**src/rtl/slb_pkg.sv**
```systemverilog
package slb_pkg;

   typedef enum logic [2:0] {
      LOP_READ    = 3'd0,
      LOP_WRITE   = 3'd1,
      LOP_WATCHW  = 3'd2,
      LOP_RELEASE = 3'd3,
      LOP_COMMIT  = 3'd4,
      LOP_ABORT   = 3'd5
   } loc_op_e;

   typedef enum logic [2:0] {
      PRB_READ   = 3'd0,
      PRB_WRITE  = 3'd1,
      PRB_PREF   = 3'd2,
      PRB_PREFW  = 3'd3,
      PRB_COMMIT = 3'd4
   } prb_kind_e;

   typedef enum logic [1:0] {
      ABR_CONTENTION = 2'd0,
      ABR_CAPACITY   = 2'd1,
      ABR_EXPLICIT   = 2'd2
   } abort_why_e;

   typedef enum logic {
      ST_RUN   = 1'b0,
      ST_DRAIN = 1'b1
   } slb_state_e;

   // probe kinds that hit even a read-only protected line
   function automatic logic prb_write_class(input logic [2:0] kind);
      return (kind == PRB_WRITE) || (kind == PRB_PREFW);
   endfunction

   // probe kinds that hit only an owned line
   function automatic logic prb_read_class(input logic [2:0] kind);
      return (kind == PRB_READ) || (kind == PRB_PREF);
   endfunction

   function automatic logic lop_is_protect(input logic [2:0] op);
      return (op == LOP_READ) || (op == LOP_WRITE) || (op == LOP_WATCHW);
   endfunction

endpackage

```
**src/rtl/slb_first_set.sv**
```systemverilog
module slb_first_set #(
   parameter int N  = 8,
   parameter int IW = (N > 1) ? $clog2(N) : 1
) (
   input  logic [N-1:0]  vec_i,
   output logic [IW-1:0] idx_o,
   output logic          any_o
);

   if (N < 2) begin : g_bad_n
      $error("slb_first_set: N must be at least 2");
   end

   always_comb begin
      idx_o = '0;
      for (int i = N - 1; i >= 0; i--) begin
         if (vec_i[i]) idx_o = IW'(i);
      end
   end

   assign any_o = |vec_i;

endmodule

```
**src/rtl/slb_entry.sv**
```systemverilog
module slb_entry #(
   parameter int ADDR_W = 26,
   parameter int DATA_W = 64
) (
   input  logic              clk,
   input  logic              rst_n,
   input  logic [ADDR_W-1:0] loc_addr_i,
   input  logic [DATA_W-1:0] old_data_i,
   input  logic [ADDR_W-1:0] prb_addr_i,
   input  logic              prb_en_i,
   input  logic              prb_wr_class_i,
   input  logic              prb_rd_class_i,
   input  logic              new_i,
   input  logic              upd_i,
   input  logic              set_owned_i,
   input  logic              set_save_i,
   input  logic              drop_i,
   input  logic              drop_all_i,
   output logic              valid_o,
   output logic              dirty_o,
   output logic [ADDR_W-1:0] addr_o,
   output logic [DATA_W-1:0] data_o,
   output logic              loc_hit_o,
   output logic              conflict_o
);

   logic              valid_q, owned_q, dirty_q;
   logic [ADDR_W-1:0] addr_q;
   logic [DATA_W-1:0] data_q;

   assign loc_hit_o  = valid_q && (addr_q == loc_addr_i);
   assign conflict_o = prb_en_i && valid_q && (addr_q == prb_addr_i) &&
                       (prb_wr_class_i || (owned_q && prb_rd_class_i));

   always_ff @(posedge clk) begin
      if (!rst_n) begin
         valid_q <= 1'b0;
         owned_q <= 1'b0;
         dirty_q <= 1'b0;
         addr_q  <= '0;
         data_q  <= '0;
      end else if (drop_all_i) begin
         valid_q <= 1'b0;
         owned_q <= 1'b0;
         dirty_q <= 1'b0;
      end else if (new_i) begin
         valid_q <= 1'b1;
         addr_q  <= loc_addr_i;
         owned_q <= set_owned_i;
         dirty_q <= set_save_i;
         data_q  <= old_data_i;
      end else if (drop_i) begin
         valid_q <= 1'b0;
         owned_q <= 1'b0;
         dirty_q <= 1'b0;
      end else if (upd_i) begin
         owned_q <= owned_q | set_owned_i;
         if (set_save_i && !dirty_q) begin
            dirty_q <= 1'b1;
            data_q  <= old_data_i;
         end
      end
   end

   assign valid_o = valid_q;
   assign dirty_o = dirty_q;
   assign addr_o  = addr_q;
   assign data_o  = data_q;

   // an undo copy is never overwritten while its line stays held
   assert_undo_kept_R7: assert property (@(posedge clk) disable iff (!rst_n)
      (valid_q && dirty_q && !drop_all_i && !new_i) |=> $stable(data_q));

   // the controller only releases lines without an undo copy
   assert_release_clean_R10: assert property (@(posedge clk) disable iff (!rst_n)
      (drop_i && !drop_all_i) |-> !dirty_q);

endmodule

```
**src/rtl/spec_line_buf.sv**
```systemverilog
module spec_line_buf #(
   parameter int ENTRIES = 8,
   parameter int ADDR_W  = 26,
   parameter int DATA_W  = 64
) (
   input  logic              clk,
   input  logic              rst_n,
   input  logic              loc_valid,
   input  logic [2:0]        loc_op,
   input  logic [ADDR_W-1:0] loc_addr,
   input  logic [DATA_W-1:0] loc_old_data,
   input  logic              prb_valid,
   input  logic [2:0]        prb_type,
   input  logic [ADDR_W-1:0] prb_addr,
   output logic              abort_pulse,
   output logic [1:0]        abort_reason,
   output logic              restore_valid,
   output logic [ADDR_W-1:0] restore_addr,
   output logic [DATA_W-1:0] restore_data
);
   import slb_pkg::*;

   localparam int IW = (ENTRIES > 1) ? $clog2(ENTRIES) : 1;

   if (ENTRIES < 2) begin : g_bad_entries
      $error("spec_line_buf: ENTRIES must be at least 2");
   end
   if (ADDR_W < 1 || DATA_W < 1) begin : g_bad_width
      $error("spec_line_buf: widths must be positive");
   end

   slb_state_e        state_q;
   logic [ENTRIES-1:0] pending_q;

   logic [ENTRIES-1:0] valid_v, dirty_v, hit_v, confl_v;
   logic [ADDR_W-1:0]  ent_addr [ENTRIES];
   logic [DATA_W-1:0]  ent_data [ENTRIES];

   logic [IW-1:0] free_idx, drn_idx;
   logic          free_any, drn_any;

   logic accept, prb_en, contention, lop_go, hit_any;
   logic cap_abort, expl_abort, commit_go, abort_now;
   logic alloc_go, upd_go, rel_go, drop_all;
   logic set_owned, set_save;

   slb_first_set #(.N(ENTRIES), .IW(IW)) u_free (
      .vec_i (~valid_v),
      .idx_o (free_idx),
      .any_o (free_any)
   );

   slb_first_set #(.N(ENTRIES), .IW(IW)) u_drain (
      .vec_i (pending_q),
      .idx_o (drn_idx),
      .any_o (drn_any)
   );

   always_comb begin
      accept     = (state_q == ST_RUN);
      prb_en     = accept && prb_valid;
      contention = |confl_v;
      hit_any    = |hit_v;
      lop_go     = accept && loc_valid && !contention;
      cap_abort  = lop_go && lop_is_protect(loc_op) && !hit_any && !free_any;
      expl_abort = lop_go && (loc_op == LOP_ABORT);
      commit_go  = lop_go && (loc_op == LOP_COMMIT);
      abort_now  = contention || cap_abort || expl_abort;
      alloc_go   = lop_go && lop_is_protect(loc_op) && !hit_any && free_any;
      upd_go     = lop_go && lop_is_protect(loc_op) && hit_any;
      rel_go     = lop_go && (loc_op == LOP_RELEASE);
      set_owned  = (loc_op == LOP_WRITE) || (loc_op == LOP_WATCHW);
      set_save   = (loc_op == LOP_WRITE);
      drop_all   = commit_go || ((state_q == ST_DRAIN) && !drn_any);
   end

   for (genvar g = 0; g < ENTRIES; g++) begin : g_ent
      slb_entry #(.ADDR_W(ADDR_W), .DATA_W(DATA_W)) u_ent (
         .clk            (clk),
         .rst_n          (rst_n),
         .loc_addr_i     (loc_addr),
         .old_data_i     (loc_old_data),
         .prb_addr_i     (prb_addr),
         .prb_en_i       (prb_en),
         .prb_wr_class_i (prb_write_class(prb_type)),
         .prb_rd_class_i (prb_read_class(prb_type)),
         .new_i          (alloc_go && (free_idx == IW'(g))),
         .upd_i          (upd_go && hit_v[g]),
         .set_owned_i    (set_owned),
         .set_save_i     (set_save),
         .drop_i         (rel_go && hit_v[g] && !dirty_v[g]),
         .drop_all_i     (drop_all),
         .valid_o        (valid_v[g]),
         .dirty_o        (dirty_v[g]),
         .addr_o         (ent_addr[g]),
         .data_o         (ent_data[g]),
         .loc_hit_o      (hit_v[g]),
         .conflict_o     (confl_v[g])
      );
   end

   always_ff @(posedge clk) begin
      if (!rst_n) begin
         state_q      <= ST_RUN;
         pending_q    <= '0;
         abort_pulse  <= 1'b0;
         abort_reason <= ABR_CONTENTION;
      end else begin
         abort_pulse <= abort_now;
         if (abort_now) begin
            state_q   <= ST_DRAIN;
            pending_q <= valid_v & dirty_v;
            if (contention)     abort_reason <= ABR_CONTENTION;
            else if (cap_abort) abort_reason <= ABR_CAPACITY;
            else                abort_reason <= ABR_EXPLICIT;
         end else if (state_q == ST_DRAIN) begin
            if (drn_any) pending_q <= pending_q & ~(ENTRIES'(1) << drn_idx);
            else         state_q   <= ST_RUN;
         end
      end
   end

   assign restore_valid = (state_q == ST_DRAIN) && drn_any;
   assign restore_addr  = ent_addr[drn_idx];
   assign restore_data  = ent_data[drn_idx];

   // one pulse per abort
   assert_pulse_single_R14: assert property (@(posedge clk) disable iff (!rst_n)
      abort_pulse |=> !abort_pulse);

   // a line is held by at most one entry
   assert_one_hit_R6: assert property (@(posedge clk) disable iff (!rst_n)
      $onehot0(hit_v));

   // commit leaves nothing held
   assert_commit_empties_R9: assert property (@(posedge clk) disable iff (!rst_n)
      commit_go |=> (valid_v == '0));

   // a capacity abort only when every entry was in use
   assert_cap_full_R5: assert property (@(posedge clk) disable iff (!rst_n)
      (abort_pulse && abort_reason == ABR_CAPACITY) |-> $past(&valid_v));

   // during a drain the held set only empties, never grows
   assert_drain_quiet_R13: assert property (@(posedge clk) disable iff (!rst_n)
      (state_q == ST_DRAIN) |=> ((valid_v == $past(valid_v)) || (valid_v == '0)));

   // every restore beat comes from a held, written line
   assert_restore_dirty_R8: assert property (@(posedge clk) disable iff (!rst_n)
      restore_valid |-> (valid_v[drn_idx] && dirty_v[drn_idx]));

endmodule

```
**config.mk**
```make
export PLATFORM = sky130hd
export DESIGN_NAME = spec_line_buf
export DESIGN_NICKNAME = d
export VERILOG_FILES = /design/src/rtl/slb_pkg.sv /design/src/rtl/slb_first_set.sv /design/src/rtl/slb_entry.sv /design/src/rtl/spec_line_buf.sv
export SDC_FILE = /design/constraint.sdc
export NUM_CORES = 2
export LEC_CHECK = 0
export BUFFER_PORTS_ARGS = -buffer_cell sky130_fd_sc_hd__buf_2
export CAP_MARGIN = 20
export CORE_ASPECT_RATIO = 2
export CORE_MARGIN = 3
export CORE_UTILIZATION = 30
export CTS_CLUSTER_DIAMETER = 60
export DETAILED_ROUTE_END_ITERATION = 7
export SLEW_MARGIN = 5
export SYNTH_ARGS = -nofsm -noshare
export SYNTH_HDL_FRONTEND = slang
export SYNTH_SLANG_ARGS = --single-unit
```
**constraint.sdc**
```tcl
create_clock -name clk -period 3.4 [get_ports clk]
set_input_delay 0.34 -clock clk [delete_from_list [all_inputs] [get_ports clk]]
set_output_delay 0.34 -clock clk [all_outputs]
set_load 0.05 [all_outputs]
```
==> results.md <==
- Outcome: complete, but fails checks
- Failing checks: setup timing
- Top_reg_cell synth: dfxtp_1
- CTS tree: built
- Area delta synth->final: 28.9%
- Final Hold Fails: 0
- Worst VDD drop: 399 uV
- Critical Path Fanout Max: 7
- YS warnings: 0
- # setup viols final: 66
- HPWL Detailed: 141 mm
- Port Buffer Count: 218
- Number of synthesized flops with an enable pin: 0
- Period utilization: 102%
- Commonest non-fill, non-tap cells in the layout: 806 x nand2_1, 740 x dfxtp_1, 510 x mux2i_1
- Final WS setup: -0.0668 ns
- Die Area: 138000 sq um
- H-tree levels: 3
- Asr flop ratio synth: 0%
- Global Route Usage Sum: 29.5%
- GP Congestion: 1.10
- Final min period: 3.47 ns
- Clock transition at the registers of the reported paths: 0.07 ns
- Worst EP required: 3.06 ns
- Initial Util: 30.3%
- # IOs: 220
- Number of buffers created by CTS: 77
- Most common cell after layout, fill and taps aside: nand2_1
- Die height: 522 um
- Nets@finish: 5115
- RSZ-0062 raised after global routing: yes
- GRT overflow: 0
- Fin Clk Skew: 0.0462 ns
- Mapped Avg Cell Area: 8.83 sq um
- Vias in the first global route: 37289
- Drt drc: 0
- Die width: 264 um
- Max_slew headroom: 33.0%
- Row count: 188
- Root Buffer: clkbuf_16
- Clock latency on the worst-skew pair: 0.70 ns
- Starting DRT DRC Count: 3628
- Max-cap check violation count: 0
- LEAKAGE: 23.3 nW
- Crit path DAT: 3.13 ns
- Drt total wl: 209 mm
- DR WL/cell: 30.9 um
- Setup crit end kind: primary output
- Share of cells above drive strength 1: 23.6%
- Core ar.: 132000 sq um
- Fmax: 288 MHz
- Synth cell types: 63
- Largest cells by area after synthesis: dfxtp_1 38%, mux2i_1 13%, nand2_1 7.6%, xor2_1 6.0%, mux4_2 5.1%
- Mapped Area: 40000 sq um
- ANT nets after route: 0
- Clock Path Buffers: 3
- FF+latch count, synth: 756
- Pin count of the biggest net entering global routing: 121
- Drt pass-1 iters: 6
- Critical path launch point type: flop
- Synth top area share: 37.9%
- Worst slack, placed: -0.367 ns
- Synth Instances: 4527
- Placed Cells: 6559
- Post-synth top area cell: dfxtp_1
- Worst-margin pin slew: 1.00 ns
- Sequential area share after synthesis: 37.9%
- TNS Setup: -2.36 ns
- Clock net sink count: 756
- Avg Vias per Cell: 5.64
- Syn_nets: 4653
- DR vias: 38199
- Post-Layout Cell Count: 6773
- Max-slew violations: 0
- Worst hold path class: in -> reg
- Critical path class: reg -> out
- Initial antenna violation count: 26
- Pwr dens: 398 nW/um^2
- First-pass GRT wire length: 288 mm
cells by family after synthesis:
| group | count (synthesis) | synth area share, % |
|---|---|---|
| AOI/OAI and AO/OA | 777 | 11.6 |
| xor gates and xnor gates | 417 | 9.14 |
| and+or+nand+nor | 1525 | 17.5 |
| DFF | 756 | 37.9 |
| buffers and inverters | 450 | 6.03 |
| muxes | 602 | 17.9 |
final timing paths:
kind,startpoint,to,slack [ns],cells past startpoint
worst max-delay path,pending_q[7],restore_addr[4],-0.07,13
worst min-delay path,loc_old_data[54],g_ent[0].u_ent.data_o[54],0.07,3
worst max register to register,g_ent[1].u_ent.addr_o[15],g_ent[6].u_ent.data_o[51],-0.07,11
worst min register to register,g_ent[4].u_ent.data_o[5],g_ent[4].u_ent.data_o[5],0.45,2
flip-flops by register name, summed over array words and instances, names as in the netlist:
name,flops
abort_pulse,1
abort_reason,2
g_ent.u_ent.addr_o,208
g_ent.u_ent.data_o,512
g_ent.u_ent.dirty_o,8
g_ent.u_ent.owned_q,8
g_ent.u_ent.valid_o,8
pending_q,8
state_q,1
report_power, final:
part / total [W] / internal [W] / switching [W] / leakage (nW)
sequential: 0.00897 / 0.00892 / 0.0000559 / 6.10
combinational: 0.00250 / 0.000813 / 0.00169 / 15.9
clock: 0.00906 / 0.00496 / 0.00409 / 1.30
total: 0.0205 / 0.0147 / 0.00584 / 23.3
repair_timing:
item / CTS / global route
hold buffers: 1 / 0
buffers inserted: 7 / 21
endpoints found under the setup margin: 431 / 846
cloned: 7 / 21
pin swaps: 18 / 61
endpoints found under the hold margin: 1 / 0
resized for setup: 103 / 200
cells in the mapped netlist (66+ instances only):
cell type and instances:
nand4_1 150, mux2i_1 512, and2_1 66, a21oi_1 236, nand2_1 807, o21ai_0 256
nor2_1 132, xnor2_1 141, nor4_1 80, dfxtp_1 756, nand3_1 204, clkbuf_1 252
xor2_1 276, buf_2 79, a21o_1 71, mux4_2 90
critical path: stages, from the launching register on:
cell	delay (ns)
dfxtp_2	0.34
nor2b_1	0.13
o21bai_1	0.10
a21o_4	0.27
a21oi_4	0.17
buf_4	0.14
buf_8	0.14
buf_12	0.14
buf_16	0.20
nor2_1	0.07
nor2_1	0.11
o21ai_0	0.08
o21ai_1	0.18
buf_2	0.35
area by class of cell:
class	instances	area, sq um
fillers	13277	80200
multi-input cells	3321	23300
flip-flops and latches	756	15200
repair buffers	823	8240
clock buffers	113	2270
well taps	1710	2140
clock inverters	28	368
inverters	10	42.5
diodes	12	30.0
metrics by stage:
stage          instance area [sq um]  util, %  hold WS, ns  total power (W)
6_report                       51500     39.1       0.0737           0.0205
5_1_grt                        51500     39.1       0.0594           0.0210
4_1_cts                        49900     37.9       0.0243           0.0204
3_3_place_gp                   46600     35.4        0.433           0.0114
2_1_floorplan                  40000        -        0.420           0.0103
3_5_place_dp                   46600     35.4        0.437           0.0114
layer usage:
layer	up-vias	GRT usage, %	part of all wire (%)
li1	16825	-	-
met1	18781	29.4	33
met2	1863	50.3	49
met3	720	8.99	7.1
met4	10	24.5	11
met5	-	0.176	0.029
Note: power is estimated with default switching activity, not from simulation.
